--- config.mk ---
export PLATFORM = sky130hd
export DESIGN_NAME = sensor_poll_seq
export DESIGN_NICKNAME = d
export VERILOG_FILES = /design/src/rtl/spoll_pkg.sv /design/src/rtl/spoll_entry_detect.sv /design/src/rtl/spoll_fsm.sv /design/src/rtl/spoll_result_fmt.sv /design/src/rtl/sensor_poll_seq.sv
export SDC_FILE = /design/constraint.sdc
export NUM_CORES = 1
export LEC_CHECK = 0
export CORE_ASPECT_RATIO = 1.4
export CORE_MARGIN = 1.5
export CORE_UTILIZATION = 40
export DETAILED_ROUTE_END_ITERATION = 8
export HOLD_SLACK_MARGIN = 0.06
export PLACE_DENSITY = 0.73
export SLEW_MARGIN = 10
export SYNTH_ARGS = -nofsm -noshare
export SYNTH_HDL_FRONTEND = slang
export SYNTH_SLANG_ARGS = --single-unit
--- constraint.sdc ---
create_clock -name clk -period 1.7 [get_ports clk]
set_input_delay 0.425 -clock clk [delete_from_list [all_inputs] [get_ports clk]]
set_output_delay 0.425 -clock clk [all_outputs]
set_load 0.02 [all_outputs]
--- src/rtl/spoll_pkg.sv ---
package spoll_pkg;

    typedef enum logic [2:0] {
        S_IDLE,
        S_TEMP_REQ,
        S_TEMP_WAIT,
        S_ADC_REQ,
        S_ADC_WAIT,
        S_HANDOFF
    } poll_state_t;

    localparam logic DEV_TEMP = 1'b0;
    localparam logic DEV_ADC  = 1'b1;

endpackage

--- src/rtl/spoll_entry_detect.sv ---
module spoll_entry_detect #(
    parameter int            SW         = 3,
    parameter logic [SW-1:0] QUERY_CODE = 3'b100
) (
    input  logic          clk,
    input  logic          rst_n,
    input  logic [SW-1:0] state_q,
    output logic          active,
    output logic          start
);

    logic was_active;

    assign active = (state_q == QUERY_CODE);
    assign start  = active && !was_active;

    always_ff @(posedge clk or negedge rst_n) begin
        if (!rst_n) begin
            was_active <= 1'b0;
        end else begin
            was_active <= active;
        end
    end

endmodule

--- src/rtl/spoll_fsm.sv ---
module spoll_fsm
    import spoll_pkg::*;
#(
    parameter int NUM_CH = 8,
    localparam int CHAN_W = $clog2(NUM_CH)
) (
    input  logic              clk,
    input  logic              rst_n,
    input  logic              start,
    input  logic              active,
    input  logic              xfer_done,
    output logic              xfer_req,
    output logic              xfer_dev,
    output logic [CHAN_W-1:0] xfer_chan,
    output logic              cap_temp,
    output logic              cap_adc,
    output logic              handoff
);

    localparam logic [CHAN_W-1:0] TOP_CH = CHAN_W'(NUM_CH - 1);

    poll_state_t       state, state_nx;
    logic [CHAN_W-1:0] chan, chan_nx;

    // state register
    always_ff @(posedge clk or negedge rst_n) begin
        if (!rst_n) begin
            state <= S_IDLE;
            chan  <= '0;
        end else begin
            state <= state_nx;
            chan  <= chan_nx;
        end
    end

    // next state
    always_comb begin
        state_nx = state;
        chan_nx  = chan;
        if (state != S_IDLE && !active) begin
            state_nx = S_IDLE;
        end else begin
            unique case (state)
                S_IDLE: begin
                    if (start) begin
                        state_nx = S_TEMP_REQ;
                        chan_nx  = TOP_CH;
                    end
                end
                S_TEMP_REQ:  state_nx = S_TEMP_WAIT;
                S_TEMP_WAIT: if (xfer_done) state_nx = S_ADC_REQ;
                S_ADC_REQ:   state_nx = S_ADC_WAIT;
                S_ADC_WAIT: begin
                    if (xfer_done) begin
                        if (chan == '0) begin
                            state_nx = S_HANDOFF;
                        end else begin
                            state_nx = S_ADC_REQ;
                            chan_nx  = chan - 1'b1;
                        end
                    end
                end
                S_HANDOFF:   state_nx = S_IDLE;
                default:     state_nx = S_IDLE;
            endcase
        end
    end

    // outputs
    always_comb begin
        xfer_req  = 1'b0;
        xfer_dev  = DEV_TEMP;
        xfer_chan = '0;
        cap_temp  = 1'b0;
        cap_adc   = 1'b0;
        handoff   = 1'b0;
        unique case (state)
            S_IDLE: ;
            S_TEMP_REQ: xfer_req = active;
            S_TEMP_WAIT: cap_temp = active && xfer_done;
            S_ADC_REQ: begin
                xfer_req  = active;
                xfer_dev  = DEV_ADC;
                xfer_chan = chan;
            end
            S_ADC_WAIT: begin
                xfer_dev  = DEV_ADC;
                xfer_chan = chan;
                cap_adc   = active && xfer_done;
            end
            S_HANDOFF: handoff = active;
            default: ;
        endcase
    end

endmodule

--- src/rtl/spoll_result_fmt.sv ---
module spoll_result_fmt #(
    parameter int DATA_W = 12,
    parameter int TEMP_W = 10,
    parameter int CHAN_W = 3
) (
    input  logic              clk,
    input  logic              rst_n,
    input  logic              cap_temp,
    input  logic              cap_adc,
    input  logic [CHAN_W-1:0] req_chan,
    input  logic [DATA_W-1:0] rx_data,
    input  logic [CHAN_W-1:0] rx_addr,
    output logic              temp_we,
    output logic [TEMP_W-1:0] temp_wd,
    output logic              adc_we,
    output logic [CHAN_W-1:0] adc_wa,
    output logic [DATA_W-1:0] adc_wd
);

    localparam logic [DATA_W-1:0] SENTINEL = '1;

    logic echo_bad;
    assign echo_bad = (rx_addr != req_chan);

    always_ff @(posedge clk or negedge rst_n) begin
        if (!rst_n) begin
            temp_we <= 1'b0;
            temp_wd <= '0;
            adc_we  <= 1'b0;
            adc_wa  <= '0;
            adc_wd  <= '0;
        end else begin
            temp_we <= cap_temp;
            adc_we  <= cap_adc;
            if (cap_temp) begin
                temp_wd <= rx_data[TEMP_W-1:0];
            end
            if (cap_adc) begin
                adc_wa <= req_chan;
                adc_wd <= echo_bad ? SENTINEL : rx_data;
            end
        end
    end

endmodule

--- src/rtl/sensor_poll_seq.sv ---
module sensor_poll_seq #(
    parameter int            NUM_CH     = 8,
    parameter int            DATA_W     = 12,
    parameter int            TEMP_W     = 10,
    parameter int            SW         = 3,
    parameter logic [SW-1:0] QUERY_CODE = 3'b100,
    parameter logic [SW-1:0] NEXT_CODE  = 3'b101,
    localparam int           CHAN_W     = $clog2(NUM_CH)
) (
    input  logic              clk,
    input  logic              rst_n,
    input  logic [SW-1:0]     state_q,
    output logic              state_we,
    output logic [SW-1:0]     state_wd,
    output logic              xfer_req,
    output logic              xfer_dev,
    output logic [CHAN_W-1:0] xfer_chan,
    input  logic              xfer_done,
    input  logic [DATA_W-1:0] xfer_data,
    input  logic [CHAN_W-1:0] xfer_addr,
    output logic              temp_we,
    output logic [TEMP_W-1:0] temp_wd,
    output logic              adc_we,
    output logic [CHAN_W-1:0] adc_wa,
    output logic [DATA_W-1:0] adc_wd
);

    logic active, start, cap_temp, cap_adc, handoff;

    spoll_entry_detect #(
        .SW(SW), .QUERY_CODE(QUERY_CODE)
    ) u_entry (
        .clk(clk), .rst_n(rst_n), .state_q(state_q),
        .active(active), .start(start)
    );

    spoll_fsm #(
        .NUM_CH(NUM_CH)
    ) u_fsm (
        .clk(clk), .rst_n(rst_n), .start(start), .active(active),
        .xfer_done(xfer_done), .xfer_req(xfer_req), .xfer_dev(xfer_dev),
        .xfer_chan(xfer_chan), .cap_temp(cap_temp), .cap_adc(cap_adc),
        .handoff(handoff)
    );

    spoll_result_fmt #(
        .DATA_W(DATA_W), .TEMP_W(TEMP_W), .CHAN_W(CHAN_W)
    ) u_fmt (
        .clk(clk), .rst_n(rst_n), .cap_temp(cap_temp), .cap_adc(cap_adc),
        .req_chan(xfer_chan), .rx_data(xfer_data), .rx_addr(xfer_addr),
        .temp_we(temp_we), .temp_wd(temp_wd), .adc_we(adc_we),
        .adc_wa(adc_wa), .adc_wd(adc_wd)
    );

    assign state_we = handoff;
    assign state_wd = handoff ? NEXT_CODE : '0;

endmodule

==> qor.yml <==
clkLatencyLatePin_ns: 0.28
grt-ovfl-total: 0
holdCritStartpoint: "u_fmt.adc_wa[2]"
synth_area_leaders: "dfrtp_1, a31oi_2, mux2_2, nor2_1, nand2_1"
start_util_pct: 42.1
clk_pin_slew_ns: 0.07
power.density_nw_per_um2: 584
synthFlopType: "dfrtp_1"
synth_edf_count: 0
worst-path-buf-inv: 1
dieArea_sq_um: 4560
wire_per_inst_microns: 17.0
route.detailed.drc: 0
portBuffers: 55
power_leakage_nw: 1.45
clock_skew_ns: 0.00377
hold_buffers: 0
seqPwrFrac_pct: 50.7
fin_setup_tns_ns: -1.85
failed_checks: "negative setup slack"
syn_nets: 176
antenna_found_initial: 0
synthCells: 153
hp-class: "flip-flop to flip-flop"
post-route-util_pct: 70.8
num_antenna_cells: 0
critPathSlowestCell: "or3b_4"
yosys_register_bits: 34
hold-worst-slack_ns: 0.477
io_pins: 57
clock-sinks: 34
drtAntennaViolNets: 0
post-route-min-period_ns: 1.91
crit_path_end_kind: "primary output"
track_usage_pct: 20.0
cts_tree: "yes"
async_reset_ff_share_pct: 100
htree_num_levels: 2
synth_top_area_cell: "dfrtp_1"
p_int_mw: 1.25
core_area_sq_um: 3950
startpoint_type: "flip-flop"
cp_data_arrival_time_ns: 1.48
die_h_microns: 79.3
synth_top_area_share_pct: 51.1
rsz0062_at_grt: "yes"
vias: 1533
cp.required_ns: 1.27
syn-cell-area_sq_um: 1660
swShare_pct: 23.2
dp.final_hpwl_microns: 3180
startpoint: "u_fsm.state[0]"
synth_warnings: 0
vias_per_cell: 5.42
synthTopCellsByCount: "dfrtp_1, nor2_1, nand2_1"
num_rows: 27
setup_viol: 18
die_x_microns: 57.5
p_comb_share_pct: 12.4
p_sw_uw: 379
slowest_delay_ns: 0.46
status: "finished, violations left"
finalInstanceArea_sq_um: 2800
vdd_drop_max_v: 0.000509
drive_gt1_share_pct: 38.8
grt_pass1_vias: 1532
nFillCells: 287
maxCapViolations: 0
clk_path_buf_depth: 2
drt-total-wl_microns: 4820
ys_seq_area_share_pct: 51.1
firstDrtPassIters: 5
critical_path.cell_chain: "or3b_4 -> a21oi_2 -> buf_6"
reg2reg_from: "u_fsm.state[0]"
fin_nets: 262
grt_first_pass_wirelength_microns: 7020
final_hold_viol_count: 0
synthToLayoutAreaGrowth_pct: 68.0
clockRootBuffer: "clkbuf_8"
drv_slew: 0
layout_worst_path_cycle_share_pct: 112
finalWeightedCongestion: 0.832
max_freq_mhz: 525
cts_made_buffers: 5
syn_avg_cell_area_sq_um: 10.9
crit_type: "flip-flop to primary output"
setup_slack_ns: -0.206
dpl-instance-area_sq_um: 2420
pwr-share-clk_pct: 36.9
yosysMostFrequentCell: "dfrtp_1"
ys_types: 39
critical_path.top_delay_family: "simple AND/OR/NAND/NOR gates"
grt_max_degree: 35
drt_iter0_drc: 61
worstPathMaxFanout: 4
[metrics by stage]
step	instances	total power, mW	setup slack [ns]
final	283	1.63	-0.206
after global routing	283	1.69	-0.244
after CTS	279	1.62	-0.194
after detailed placement	265	1.01	-0.742
after global placement	265	1.01	-0.691
after floorplan	153	0.904	-0.0624
[sequential cells by signal, summed over array words and instances, names as in the netlist]
name	count
u_fsm.chan	3
u_fmt.temp_we	1
u_fmt.temp_wd	10
u_fsm.state	3
u_fmt.adc_wd	12
u_entry.was_active	1
u_fmt.adc_wa	3
u_fmt.adc_we	1
[worst reg2reg max path, delay by kind of cell (launching register included)]
| kind | cells | cell delay [ns] |
|---|---|---|
| and+or+nand+nor | 2 | 0.72 |
| buffers and inverters | 1 | 0.15 |
| DFF | 1 | 0.42 |
| AOI/OAI and AO/OA | 2 | 0.47 |
[worst paths after layout]
kind | to | slack, ns | depth (start not counted)
min | u_fmt.adc_wa[2] | 0.48 | 2
min in group asynchronous | u_fsm.chan[2] | 0.56 | 2
max reg2reg | u_fmt.adc_wd[0] | -0.15 | 5
max in group asynchronous | u_fmt.temp_wd[6] | 0.84 | 2
min reg2reg | u_fmt.adc_wa[2] | 0.48 | 2
max | xfer_chan[1] | -0.21 | 3
[power by group through the flow]
stage | clock [mW] | sequential [mW] | combinational (mW)
floorplan | 0 | 0.851 | 0.0530
detailed placement | 0 | 0.841 | 0.172
global placement | 0 | 0.841 | 0.166
CTS | 0.615 | 0.826 | 0.176
global route | 0.647 | 0.828 | 0.217
finish | 0.603 | 0.827 | 0.203
[cell usage in the layout, fill, tap and decap left out, types with 6 or more instances in the layout]
master	instances
dlymetal6s2s_1	10
dfrtp_1	34
nor2_1	28
clkdlybuf4s50_1	34
nand2_1	11
a31oi_2	6
mux2_4	10
buf_6	11
clkbuf_8	6
buf_4	30
[per-layer routing]
| layer | up-vias | track usage (%) | wire (microns) |
|---|---|---|---|
| met5 | - | 0 | 0 |
| met4 | 0 | 7.44 | 104 |
| met3 | 21 | 4.40 | 244 |
| met2 | 77 | 37.3 | 2620 |
| met1 | 740 | 21.5 | 1840 |
| li1 | 695 | - | - |
[timing repair]
| item | in CTS | in global routing |
|---|---|---|
| endpoints found under the setup margin | 35 | 46 |
| gates resized for setup | 59 | 43 |
| pin swaps | 10 | 8 |
| buffers inserted | 6 | 3 |
| cloned | 0 | 1 |
[final cells by class]
| type | count | area [sq um] | area share (%) |
|---|---|---|---|
| Multi-Input combinational cell | 105 | 910 | 32.5 |
| Tap cell | 43 | 53.8 | 1.92 |
| Sequential cell | 34 | 851 | 30.4 |
| Timing Repair Buffer | 90 | 880 | 31.5 |
| Inverter | 3 | 11.3 | 0.403 |
| Clock inverter | 1 | 5.00 | 0.179 |
| Clock buffer | 7 | 86.3 | 3.09 |
[logic make-up after synthesis]
logic type / Yosys count / share of synthesized area (%)
AO/OA/AOI/OAI: 26 / 14.2
XOR/XNOR: 2 / 1.05
adder cells (fa/ha/maj): 2 / 1.50
buffers and inverters: 15 / 5.79
flip-flops: 34 / 51.1
multiplexers: 11 / 7.44
other: 1 / 0.225
AND/OR/NAND/NOR: 62 / 18.6
Note: power is estimated with default switching activity, not from simulation.
